[src/rtl/uart_regfile_pkg.sv]
package uart_regfile_pkg;
  localparam logic [2:0] OFS_DATA = 3'd0;
  localparam logic [2:0] OFS_IER  = 3'd1;
  localparam logic [2:0] OFS_IIR  = 3'd2;
  localparam logic [2:0] OFS_LCR  = 3'd3;
  localparam logic [2:0] OFS_MCR  = 3'd4;
  localparam logic [2:0] OFS_LSR  = 3'd5;
  localparam logic [2:0] OFS_MSR  = 3'd6;
  localparam logic [2:0] OFS_SCR  = 3'd7;

  localparam logic [7:0] IIR_NONE   = 8'h01;
  localparam logic [7:0] IIR_RXDATA = 8'h04;

  typedef struct packed {
    logic thr_wr;
    logic dll_wr;
    logic dlm_wr;
    logic ier_wr;
    logic fcr_wr;
    logic lcr_wr;
    logic mcr_wr;
    logic scr_wr;
    logic rbr_rd;
    logic lsr_rd;
  } strobe_t;
endpackage

[src/rtl/uart_fifo.sv]
module uart_fifo #(
  parameter int unsigned DEPTH = 16,
  parameter int unsigned WIDTH = 8,
  localparam int unsigned AW = (DEPTH > 1) ? $clog2(DEPTH) : 1,
  localparam int unsigned CW = $clog2(DEPTH + 1)
) (
  input  logic             clk_i,
  input  logic             rst_ni,
  input  logic             flush_i,
  input  logic             push_i,
  input  logic [WIDTH-1:0] wdata_i,
  input  logic             pop_i,
  output logic [WIDTH-1:0] rdata_o,
  output logic             full_o,
  output logic             empty_o,
  output logic [CW-1:0]    count_o
);
  logic [WIDTH-1:0] mem_q [DEPTH];
  logic [AW-1:0]    wr_ptr_q, rd_ptr_q;
  logic [CW-1:0]    cnt_q;
  logic             do_push, do_pop;

  assign full_o  = (cnt_q == CW'(DEPTH));
  assign empty_o = (cnt_q == '0);
  assign count_o = cnt_q;
  assign rdata_o = mem_q[rd_ptr_q];
  assign do_push = push_i && !full_o;
  assign do_pop  = pop_i && !empty_o;

  function automatic logic [AW-1:0] next_ptr(input logic [AW-1:0] p);
    return (p == AW'(DEPTH - 1)) ? '0 : p + 1'b1;
  endfunction

  always_ff @(posedge clk_i or negedge rst_ni) begin
    if (!rst_ni) begin
      wr_ptr_q <= '0;
      rd_ptr_q <= '0;
      cnt_q    <= '0;
    end else if (flush_i) begin
      wr_ptr_q <= '0;
      rd_ptr_q <= '0;
      cnt_q    <= '0;
    end else begin
      if (do_push) wr_ptr_q <= next_ptr(wr_ptr_q);
      if (do_pop)  rd_ptr_q <= next_ptr(rd_ptr_q);
      case ({do_push, do_pop})
        2'b10:   cnt_q <= cnt_q + 1'b1;
        2'b01:   cnt_q <= cnt_q - 1'b1;
        default: cnt_q <= cnt_q;
      endcase
    end
  end

  always_ff @(posedge clk_i) begin
    if (do_push && !flush_i) mem_q[wr_ptr_q] <= wdata_i;
  end
endmodule

[src/rtl/uart_addr_decode.sv]
module uart_addr_decode
  import uart_regfile_pkg::*;
(
  input  logic       req_i,
  input  logic       we_i,
  input  logic [2:0] ofs_i,
  input  logic       dlab_i,
  output strobe_t    strobe_o
);
  logic wr, rd;
  assign wr = req_i && we_i;
  assign rd = req_i && !we_i;

  always_comb begin
    strobe_o        = '0;
    strobe_o.thr_wr = wr && (ofs_i == OFS_DATA) && !dlab_i;
    strobe_o.dll_wr = wr && (ofs_i == OFS_DATA) && dlab_i;
    strobe_o.ier_wr = wr && (ofs_i == OFS_IER) && !dlab_i;
    strobe_o.dlm_wr = wr && (ofs_i == OFS_IER) && dlab_i;
    strobe_o.fcr_wr = wr && (ofs_i == OFS_IIR);
    strobe_o.lcr_wr = wr && (ofs_i == OFS_LCR);
    strobe_o.mcr_wr = wr && (ofs_i == OFS_MCR);
    strobe_o.scr_wr = wr && (ofs_i == OFS_SCR);
    strobe_o.rbr_rd = rd && (ofs_i == OFS_DATA) && !dlab_i;
    strobe_o.lsr_rd = rd && (ofs_i == OFS_LSR);
  end
endmodule

[src/rtl/uart_regfile.sv]
module uart_regfile
  import uart_regfile_pkg::*;
#(
  parameter int unsigned FIFO_DEPTH = 16,
  localparam int unsigned CW = $clog2(FIFO_DEPTH + 1)
) (
  input  logic        clk_i,
  input  logic        rst_ni,
  input  logic        req_i,
  input  logic        we_i,
  input  logic [7:0]  addr_i,
  input  logic [7:0]  wdata_i,
  output logic [7:0]  rdata_o,
  output logic [7:0]  tx_data_o,
  output logic        tx_valid_o,
  input  logic        tx_ready_i,
  input  logic [7:0]  rx_data_i,
  input  logic        rx_valid_i,
  output logic        rx_ready_o,
  output logic [15:0] divisor_o,
  output logic [7:0]  mcr_o,
  input  logic [7:0]  msr_i,
  output logic        irq_o
);
  logic [7:0] lcr_q, mcr_q, scr_q, dll_q, dlm_q;
  logic [3:0] ier_q;
  logic       tx_drop_q;
  strobe_t    stb;
  logic       dlab;
  logic [7:0] rx_head, lsr_val, iir_val;
  logic       tx_full, tx_empty, rx_full, rx_empty;
  logic [CW-1:0] tx_cnt, rx_cnt;
  logic       flush_rx, flush_tx;

  assign dlab = lcr_q[7];

  uart_addr_decode u_dec (
    .req_i   (req_i),
    .we_i    (we_i),
    .ofs_i   (addr_i[2:0]),
    .dlab_i  (dlab),
    .strobe_o(stb)
  );

  // FCR bits act as one-shot pulses
  assign flush_rx = stb.fcr_wr && wdata_i[1];
  assign flush_tx = stb.fcr_wr && wdata_i[2];

  uart_fifo #(.DEPTH(FIFO_DEPTH), .WIDTH(8)) u_tx_fifo (
    .clk_i  (clk_i),
    .rst_ni (rst_ni),
    .flush_i(flush_tx),
    .push_i (stb.thr_wr),
    .wdata_i(wdata_i),
    .pop_i  (tx_ready_i),
    .rdata_o(tx_data_o),
    .full_o (tx_full),
    .empty_o(tx_empty),
    .count_o(tx_cnt)
  );

  uart_fifo #(.DEPTH(FIFO_DEPTH), .WIDTH(8)) u_rx_fifo (
    .clk_i  (clk_i),
    .rst_ni (rst_ni),
    .flush_i(flush_rx),
    .push_i (rx_valid_i),
    .wdata_i(rx_data_i),
    .pop_i  (stb.rbr_rd),
    .rdata_o(rx_head),
    .full_o (rx_full),
    .empty_o(rx_empty),
    .count_o(rx_cnt)
  );

  assign tx_valid_o = !tx_empty;
  assign rx_ready_o = !rx_full;
  assign divisor_o  = {dlm_q, dll_q};
  assign mcr_o      = mcr_q;
  assign irq_o      = ier_q[0] && !rx_empty;

  always_ff @(posedge clk_i or negedge rst_ni) begin
    if (!rst_ni) begin
      lcr_q     <= '0;
      mcr_q     <= '0;
      scr_q     <= '0;
      dll_q     <= '0;
      dlm_q     <= '0;
      ier_q     <= '0;
      tx_drop_q <= 1'b0;
    end else begin
      if (stb.lcr_wr) lcr_q <= wdata_i;
      if (stb.mcr_wr) mcr_q <= wdata_i;
      if (stb.scr_wr) scr_q <= wdata_i;
      if (stb.dll_wr) dll_q <= wdata_i;
      if (stb.dlm_wr) dlm_q <= wdata_i;
      if (stb.ier_wr) ier_q <= wdata_i[3:0];
      // set wins over clear-on-read
      if (stb.thr_wr && tx_full) tx_drop_q <= 1'b1;
      else if (stb.lsr_rd)       tx_drop_q <= 1'b0;
    end
  end

  always_comb begin
    lsr_val    = '0;
    lsr_val[0] = !rx_empty;
    lsr_val[1] = tx_drop_q;
    lsr_val[5] = !tx_full;
    iir_val    = (ier_q[0] && !rx_empty) ? IIR_RXDATA : IIR_NONE;
  end

  always_comb begin
    rdata_o = '0;
    if (req_i && !we_i) begin
      case (addr_i[2:0])
        OFS_DATA: rdata_o = dlab ? dll_q : (rx_empty ? 8'h00 : rx_head);
        OFS_IER:  rdata_o = dlab ? dlm_q : {4'h0, ier_q};
        OFS_IIR:  rdata_o = iir_val;
        OFS_LCR:  rdata_o = lcr_q;
        OFS_MCR:  rdata_o = mcr_q;
        OFS_LSR:  rdata_o = lsr_val;
        OFS_MSR:  rdata_o = msr_i;
        default:  rdata_o = scr_q;
      endcase
    end
  end
endmodule

[config.mk]
export PLATFORM = sky130hd
export DESIGN_NAME = uart_regfile
export DESIGN_NICKNAME = d
export VERILOG_FILES = /design/src/rtl/uart_regfile_pkg.sv /design/src/rtl/uart_fifo.sv /design/src/rtl/uart_addr_decode.sv /design/src/rtl/uart_regfile.sv
export SDC_FILE = /design/constraint.sdc
export NUM_CORES = 1
export LEC_CHECK = 0
export ABC_AREA = 1
export ABC_CLOCK_PERIOD_IN_PS = 3550
export BUFFER_PORTS_ARGS = -buffer_cell sky130_fd_sc_hd__buf_2
export CORE_UTILIZATION = 50
export DETAILED_ROUTE_END_ITERATION = 8
export PLACE_DENSITY = 0.67
export SLEW_MARGIN = 20
export SYNTH_ARGS = -nofsm -noshare
export SYNTH_HDL_FRONTEND = slang
export SYNTH_SLANG_ARGS = --single-unit
[constraint.sdc]
create_clock -name clk_i -period 3.55 [get_ports clk_i]
set_input_delay 0.355 -clock clk_i [delete_from_list [all_inputs] [get_ports clk_i]]
set_output_delay 0.355 -clock clk_i [all_outputs]
set_load 0.03 [all_outputs]
==> results.toml, run 1 <==
[clocking]
post_cts_buffers = 0
cts_made_buffers = 35
cts.sinks = 327
clk_pin_slew_worst_paths_ps = 60
clock_latency_ps = 510
htreeDepth = 2
cts_buffer_depth = 3
ctsRootBufferMaster = "clkbuf_16"
cts_hold_buf = 0
cts_tree = "done"

[timing]
period_minus_slack_ps = 3310
fin_ws_ps = 245
finalCritPeriodShare = 0.931
holdWs_ps = -26.9
fin_setup_tns_ps = 0
hold_viol_final = 68
relSlewSlack = 0.402
clock_skew_ps = 18.4
clock.fmax_ghz = 0.303
rsz0062_at_grt = "false"
drv_slew = 0
tightest_slew_ps = 898
finalSetupViolations = 0

[synthesis]
syn_nets = 1366
synth_top_area_share = 0.545
synth_area_per_cell_sq_um = 10.7
ys_types = 39
synth.cell_area_sq_um = 14100
synth.area.top_cells = "edfxtp_1 55%, dfrtp_1 13%, nand2_1 7.5%"
yosys_warnings = 0
syn_inst = 1314
yosysTopAreaCell = "edfxtp_1"
ys_seq_elements = 327
seq_area_frac_synth = 0.671

[floorplanning]
start_util = 0.508
io_pins = 81
core_sq_um = 27800
die_w_um = 170
dieArea_sq_um = 28900
die_h_um = 170
fp-row-count = 61

[setup_path]
worstPathArrival_ps = 2950
crit_fanout = 25
cp-end-kind = "output port"
cpPeakStageDelay_ps = 700
cp_data_required_time_ps = 3190
worstPathCellList = "clkinv_2 -> buf_4 -> nor2_1 -> nor2_1 -> o21ai_0 -> nand3_1 -> nand3_1 -> nand2_1 -> nand2_1 -> nand2_1 -> nand2_1 -> a21oi_1 -> buf_2"
cp_slowest_cell = "dfrtp_2"
crit_type = "flip-flop to output port"
crit_top_cell = "nand2_1"
cp-start-kind = "flip-flop"
worst-path-buf-inv = 3
cp_top_family = "buffers and inverters"

[power]
peakVddDrop_v = 0.000517
p_per_area_nw_per_um2 = 775
leakagePower_nw = 6.29

[placement]
pre_cts_slack_ps = 757
gp_congestion = 0.889
io_buffers = 75
dp_hpwl_um = 21900

[grt]
grt_pass1_vias = 9552
groute.usage.overall = 0.242
antenna_found_initial = 0
grt_pass1_wl_um = 53100
gr-total-overflow = 0
grt_max_degree = 72

[route]
drc = 0
num_vias = 10012
wl_per_cell_um = 18.9
postRouteAntennaNets = 0
drt-total-wl_um = 34000
avgViaCountPerCell = 5.56
drtPass1Iterations = 5
drtIter0Drc = 881

[cells_and_area]
final_layout_size_suffix_gt1_frac = 0.129
diodes = 0
fin_nets = 1449
n_fill_cell = 2334
area_growth_pct = 13.8
mostFrequentLayoutCell = "nand2_1"
most-common-layout-cells = "281 x nand2_1, 256 x edfxtp_1, 151 x nor2_1"

[min_path]
hp-class = "input pin to async pin"

[job]
drv_cap = 0

[status]
violations = "negative hold slack"
status = "complete, but fails checks"
==> worst register-to-register path, cell delays in order, from the launching register on <==
cell      delay (ps)
dfrtp_1          360
buf_4            210
clkinv_1         250
nand3_4          180
inv_2            160
nand2_1          180
nor2_1           700
==> repair_timing <==
| item | 4_1_cts | 5_1_grt |
|---|---|---|
| hold endpoints to repair | 0 | 0 |
| gates resized for setup | 0 | 1 |
| setup endpoints to repair | 0 | 1 |
==> final timing paths <==
kind	depth (start not counted)	start	slack, ps	end
worst max-delay path	13	u_rx_fifo.rd_ptr_q[0]	240	rdata_o[3]
worst min-delay path	1	rst_ni	-30	dlm_q[3]
worst max register to register	6	lcr_q[7]	1130	u_tx_fifo.mem_q[7][3]
worst min register to register	2	ier_q[2]	500	ier_q[2]
max in group asynchronous	1	rst_ni	2950	u_rx_fifo.rd_ptr_q[0]
min in group clk_i	3	we_i	230	tx_drop_q
==> flip-flops by register name, indices dropped and copies added (netlist names), 4 cells and up <==
signal	flops
u_tx_fifo.count_o	5
u_rx_fifo.wr_ptr_q	4
scr_q	8
ier_q	4
u_tx_fifo.wr_ptr_q	4
dll_q	8
dlm_q	8
lcr_q	8
u_rx_fifo.mem_q	128
u_tx_fifo.rd_ptr_q	4
u_tx_fifo.mem_q	128
u_rx_fifo.rd_ptr_q	4
u_rx_fifo.count_o	5
mcr_o	8
==> cell usage after synthesis, drive strengths merged <==
library cell and number:
o221ai 6, a21oi 38, o21ai 158, a21o 1
or2 1, dfrtp 71, buf 19, nor4 1
edfxtp 256, clkinv 4, nor2 161, o211ai 15
and3 1, xnor2 2, inv 83, nor3b 1
a211oi 4, nor3 8, ha 14, nand4 12
o2111ai 2, nand2 287, xor2 3, a221oi 12
a32oi 1, clkbuf 32, o22ai 16, nand3 105
==> per-stage QoR <==
| stage | total power, mW | util | hold slack, ps | cells | instance area [sq um] |
|---|---|---|---|---|---|
| floorplan | 7.55 | - | 59.4 | 1314 | 14100 |
| global placement | 8.76 | 0.537 | 471 | 1738 | 14900 |
| detailed placement | 8.85 | 0.537 | 481 | 1738 | 14900 |
| CTS | 12.5 | 0.577 | 4.84 | 1801 | 16000 |
| global route | 13.1 | 0.578 | 64.1 | 1801 | 16000 |
| finish | 12.4 | 0.578 | -26.9 | 1801 | 16000 |
==> area by class of cell <==
type / instances / area, sq um / area share
Clock buffer: 50 / 983 / 0.0613
Clock inverter: 13 / 154 / 0.00959
Inverter: 87 / 328 / 0.0204
Multi-Input combinational cell: 849 / 4100 / 0.255
Sequential cell: 327 / 9470 / 0.590
Tap cell: 378 / 473 / 0.0295
Timing Repair Buffer: 97 / 543 / 0.0338
==> logic make-up (layout without fill, tap and decap cells) <==
group                      after synthesis  after routing  synth area share
buffers and inverters                  138            247            0.0384
DFF                                    327            327             0.671
AOI/OAI and AO/OA                      253            253             0.100
xor gates and xnor gates                 5              5           0.00311
and+or+nand+nor                        577            577             0.175
adders and majority gates               14             14            0.0124
==> routing by layer <==
metal  up-vias  global-route usage  wire length, um
li1       4771                   -                -
met1      4823               0.350            15200
met2       362               0.376            15600
met3        56              0.0374             2430
met4         0              0.0768              795
met5         -                   0                0
==> power by group <==
| group | total [mW] | internal [mW] | switching (mW) |
|---|---|---|---|
| Combinational | 3.95 | 1.16 | 2.79 |
| Clock | 3.62 | 2.16 | 1.46 |
| Sequential | 4.86 | 4.52 | 0.337 |
(Power assumes the default switching activity.)
==> run 2, diff against run 1 <==
Settings changed: GPL_TIMING_DRIVEN set to 0.
==> run 2 against run 1 <==
The flow now finishes without violations. Global-route usage is 1.9 points higher. First-iteration DRC count rose by 19%. Final cell count is 1.8% higher. Critical path depth shrank 2. Cell area increased by 0.72%. Non-clock buffer count up 32. Via count increased by 3.9%. Fmax rose by 2.0%. Combinational power is 6.3% higher. Setup slack gained 65 ps. Clock skew shrank 1.2 ps.
==> results.toml, run 2 (same netlist as run 1, synthesis figures left out) <==
[clocking]
clk_pin_slew_worst_paths_ps = 70
cts_buffer_depth = 3
clock_latency_ps = 520
cts_hold_buf = 1
post_cts_resized = 0
cts.sinks = 327
htreeDepth = 2
cts_tree = "done"
ctsRootBufferMaster = "clkbuf_16"
post_cts_buffers = 0
cts_made_buffers = 35

[placement]
dp_hpwl_um = 24800
gp_congestion = 0.899
io_buffers = 75

[setup_path]
cp_slowest_cell = "clkbuf_1"
r2r-end = "u_rx_fifo.mem_q[6][0]"
cp_data_required_time_ps = 3190
cpPeakStageDelay_ps = 380
cp-end-kind = "output port"
cp-start-kind = "flip-flop"
r2r_setup_slack_ps = 1020
worstPathCellList = "buf_2 -> clkinv_1 -> clkbuf_1 -> nand3_1 -> nand3_1 -> nand2_1 -> nand2_1 -> nand2_1 -> nand2_1 -> a21oi_1 -> buf_2"
worstPathArrival_ps = 2890
crit_fanout = 10
r2r_start = "u_rx_fifo.count_o[2]"
crit_type = "flip-flop to output port"
crit_top_cell = "nand2_1"
reg2reg_depth = 6

[route]
wl_per_cell_um = 20.1
drt-total-wl_um = 36800
num_vias = 10400
met1Wirelength_um = 15800
met2_length_um = 16600
drc = 0
drtIter0Drc = 1049
postRouteAntennaNets = 0
drtPass1Iterations = 5
top_layer = "met4"
avgViaCountPerCell = 5.67
routed-wl-met3_um = 3400

[timing]
fin_setup_tns_ps = 0
finalSetupViolations = 0
hold_viol_final = 0
period_minus_slack_ps = 3240
drv_slew = 0
relSlewSlack = 0.347
tightest_slew_ps = 975
clock.fmax_ghz = 0.309
rsz0062_at_grt = "false"
clock_skew_ps = 17.1
finalCritPeriodShare = 0.913

[min_path]
hp-class = "input pin to flip-flop"
holdPathEnd = "u_rx_fifo.mem_q[9][6]"
hold_depth = 1
holdCritStartpoint = "rx_data_i[6]"

[floorplanning]
dieArea_sq_um = 28900
die_w_um = 170
core_sq_um = 27800
fp-row-count = 61
io_pins = 81
start_util = 0.508
die_h_um = 170

[power]
leakagePower_nw = 6.30
peakVddDrop_v = 0.000431
total_power_mw = 12.6
p_per_area_nw_per_um2 = 782

[cells_and_area]
final_layout_size_suffix_gt1_frac = 0.124
top_regs = "u_rx_fifo.mem_q (128), u_tx_fifo.mem_q (128)"
diodes = 0
n_fill_cell = 2352
regArea_sq_um = 9460
mostFrequentLayoutCell = "nand2_1"
multi_input_area_sq_um = 4120
fin_nets = 1481
area_growth_pct = 14.6
most-common-layout-cells = "281 x nand2_1, 256 x edfxtp_1, 151 x nor2_1"

[grt]
groute.usage.overall = 0.260
grt_pass1_wl_um = 56400
grt_max_degree = 41
gr-total-overflow = 0
grt_pass1_vias = 9912
antenna_found_initial = 0

[status]
status = "finished clean"

[job]
drv_cap = 0
-- run 2: critical path: cells and delay by family, from the launching register on --
kind,cells,cell delay (ps)
AO/OA/AOI/OAI,1,160
buffers and inverters,4,1200
flip-flops,1,310
AND/OR/NAND/NOR,6,680
-- run 2: worst max-delay path by stage --
stage	startpoint	endpoint	slack (ps)	cells past startpoint
global placement	u_rx_fifo.count_o[2]	u_rx_fifo.mem_q[11][3]	760	6
CTS	u_rx_fifo.rd_ptr_q[2]	rdata_o[3]	350	11
finish	u_rx_fifo.rd_ptr_q[2]	rdata_o[5]	310	11
floorplan	u_rx_fifo.rd_ptr_q[0]	rdata_o[5]	1400	12
global route	u_rx_fifo.rd_ptr_q[0]	rdata_o[2]	170	12
detailed placement	wdata_i[1]	u_rx_fifo.mem_q[6][1]	910	6
-- run 2: layer usage --
| metal | vias to the layer above | track usage |
|---|---|---|
| met5 | - | 0 |
| met4 | 0 | 0.0807 |
| met3 | 77 | 0.0500 |
| met2 | 510 | 0.403 |
| met1 | 4972 | 0.372 |
| li1 | 4841 | - |
-- run 2: report_power, final --
group | switching, mW | leakage (nW) | internal (mW)
clock network | 1.49 | 0.553 | 2.17
registers | 0.252 | 3.21 | 4.52
logic | 3.03 | 2.54 | 1.17
total | 4.77 | 6.30 | 7.86
-- run 2: final cells by class --
class / count / share of cell area
sequential: 327 / 0.586
timing repair buffer: 78 / 0.0257
inverter: 87 / 0.0202
tap: 378 / 0.0293
multi-input combinational: 849 / 0.255
clock buffer: 52 / 0.0613
buffer: 51 / 0.0133
clock inverter: 12 / 0.00976
-- run 2: per-stage QoR --
stage               area, sq um  hold slack, ps  instances   util  worst slack (ps)
detailed placement        15000             333       1769  0.540               906
finish                    16200             214       1834  0.582               310
global route              16200             221       1834  0.582               165
CTS                       16200             208       1834  0.582               346
floorplan                 14100            59.4       1314      -              1400
global placement          15000             463       1767  0.538               762
==> run 3, diff against run 2 <==
--- a/config.mk
+++ b/config.mk
@@ -10,2 +10,4 @@
 export BUFFER_PORTS_ARGS = -buffer_cell sky130_fd_sc_hd__buf_2
+export CELL_PAD_IN_SITES_DETAIL_PLACEMENT = 1
+export CELL_PAD_IN_SITES_GLOBAL_PLACEMENT = 1
 export CORE_UTILIZATION = 50
@@ -13,3 +15,3 @@
 export GPL_TIMING_DRIVEN = 0
-export PLACE_DENSITY = 0.67
+export PLACE_DENSITY_LB_ADDON = 0.1
 export SLEW_MARGIN = 20
==> constraint.sdc (replaced) <==
create_clock -name clk_i -period 3.55 [get_ports clk_i]
set_input_delay 0 -clock clk_i [delete_from_list [all_inputs] [get_ports clk_i]]
set_output_delay 0 -clock clk_i [all_outputs]
set_load 0.03 [all_outputs]
==> run 3 against run 2 <==
Fmax increased by 4.2%. Utilization increased by 1.4 points. Hold slack got worse by 140 ps. Routed wire length increased by 18%. Total power increased by 5.7%. Clock power increased by 11%. Global-route usage increased by 5.0 points. Clock-buffer cell count decreased by 9. Largest cell class unchanged. Highest routed layer unchanged.
==> results.toml, run 3 (same netlist as run 1, synthesis figures left out) <==
[status]
status = "finished clean"

[clocking]
clock_latency_ps = 520
cts_tree = "done"
post_cts_buffers = 0
post_cts_resized = 0
clk_pin_slew_worst_paths_ps = 60
cts.sinks = 327
cts_hold_buf = 24
htreeDepth = 2
cts_made_buffers = 37
ctsRootBufferMaster = "clkbuf_16"
cts_buffer_depth = 3

[route]
num_vias = 10856
postRouteAntennaNets = 0
wl_per_cell_um = 23.2
drc = 0
drtIter0Drc = 1007
drtPass1Iterations = 5
avgViaCountPerCell = 5.83
drt-total-wl_um = 43300

[floorplanning]
io_pins = 81
fp-row-count = 61
dieArea_sq_um = 28900
die_h_um = 170
core_sq_um = 27800
die_w_um = 170
start_util = 0.508

[timing]
drv_slew = 0
clock_skew_ps = 11.1
finalCritPeriodShare = 0.876
holdWs_ps = 69.7
clock.fmax_ghz = 0.322
relSlewSlack = 0.319
fin_setup_tns_ps = 0
tightest_slew_ps = 1020
finalSetupViolations = 0
hold_viol_final = 0
rsz0062_at_grt = "false"
period_minus_slack_ps = 3110

[power]
p_per_area_nw_per_um2 = 807
peakVddDrop_v = 0.000486
leakagePower_nw = 6.50

[setup_path]
cp_data_required_time_ps = 3550
cpPeakStageDelay_ps = 410
worstPathArrival_ps = 3110
cp_top_family = "buffers and inverters"
worst-path-buf-inv = 4
crit_fanout = 10
worstPathCellList = "buf_2 -> clkinv_1 -> clkbuf_1 -> nand3_1 -> nand3_1 -> nand2_1 -> nand2_1 -> nand2_1 -> nand2_1 -> a21oi_1 -> buf_2"
cp-start-kind = "flip-flop"
cp_slowest_cell = "clkbuf_1"
crit_top_cell = "nand2_1"
cp-end-kind = "output port"
crit_type = "flip-flop to output port"

[cells_and_area]
regArea_sq_um = 9460
fin_nets = 1507
final_layout_size_suffix_gt1_frac = 0.131
finalNonFillerCells = 1862
mostFrequentLayoutCell = "nand2_1"
n_fill_cell = 3038
multi_input_area_sq_um = 4120
area_growth_pct = 17.4
top_regs = "u_rx_fifo.mem_q (128), u_tx_fifo.mem_q (128)"
diodes = 0
most-common-layout-cells = "281 x nand2_1, 256 x edfxtp_1, 151 x nor2_1"

[grt]
grt_pass1_vias = 11475
grt_pass1_wl_um = 66500
antenna_found_initial = 0
grt_max_degree = 40
groute.usage.overall = 0.310
gr-total-overflow = 0

[job]
drv_cap = 0

[placement]
dp.cells = 1770
io_buffers = 75
gp_congestion = 0.870
dp_hpwl_um = 29100

[min_path]
hp-class = "input pin to flip-flop"
[run 3: cell types whose count changed in the layout (fill, tap and decap cells not counted)]
| cell | change |
|---|---|
| dlygate4sd3_1 | +23 |
| bufinv_16 | +3 |
| buf_4 | +1 |
| clkinv_1 | +4 |
| clkinv_2 | +7 |
| clkinv_8 | -1 |
| clkbuf_1 | -12 |
| clkbuf_16 | +3 |
[run 3: area by class of cell]
type                    count  area share
repair buffers            102      0.0395
plain buffers              51      0.0130
inverters                  87      0.0197
flip-flops and latches    327       0.572
clock buffers              43      0.0617
multi-input cells         849       0.249
well taps                 378      0.0286
clock inverters            25      0.0170
[run 3: where the power goes]
group	internal [mW]	switching [mW]	total [mW]	leakage, nW
Combinational	1.19	3.30	4.49	2.64
Sequential	4.52	0.271	4.79	3.21
Clock	2.50	1.56	4.06	0.644
Total	8.22	5.13	13.3	6.50
[run 3: worst register-to-register path: cells and delay by family, from the launching register on]
family           cells  cell delay, ps
and+or+nand+nor      6            1650
DFF                  1             440
[run 3: worst paths after layout]
path | depth (start not counted) | startpoint | slack (ps) | endpoint
min in group asynchronous | 3 | rst_ni | 550 | dlm_q[3]
worst max-delay path | 11 | u_rx_fifo.rd_ptr_q[2] | 440 | rdata_o[3]
max in group asynchronous | 4 | rst_ni | 1890 | tx_drop_q
worst min register to register | 2 | scr_q[0] | 490 | scr_q[0]
worst max register to register | 6 | u_rx_fifo.count_o[2] | 1090 | u_rx_fifo.mem_q[5][0]
worst min-delay path | 5 | addr_i[0] | 70 | mcr_o[7]
[run 3: per-layer routing]
metal / vias up / GRT usage / wire length (um)
li1: 4881 / - / -
met1: 5441 / 0.427 / 18600
met2: 449 / 0.505 / 20400
met3: 85 / 0.0512 / 3130
met4: 0 / 0.101 / 1150
met5: - / 0 / 0
[run 3: per-stage QoR]
stage | worst slack (ps) | power, mW | util | instance area [sq um]
2_1_floorplan | 1430 | 7.55 | - | 14100
3_3_place_gp | 985 | 9.00 | 0.538 | 15000
6_report | 440 | 13.3 | 0.596 | 16600
4_1_cts | 528 | 13.3 | 0.596 | 16600
5_1_grt | 331 | 13.9 | 0.596 | 16600
3_5_place_dp | 1110 | 9.20 | 0.540 | 15000
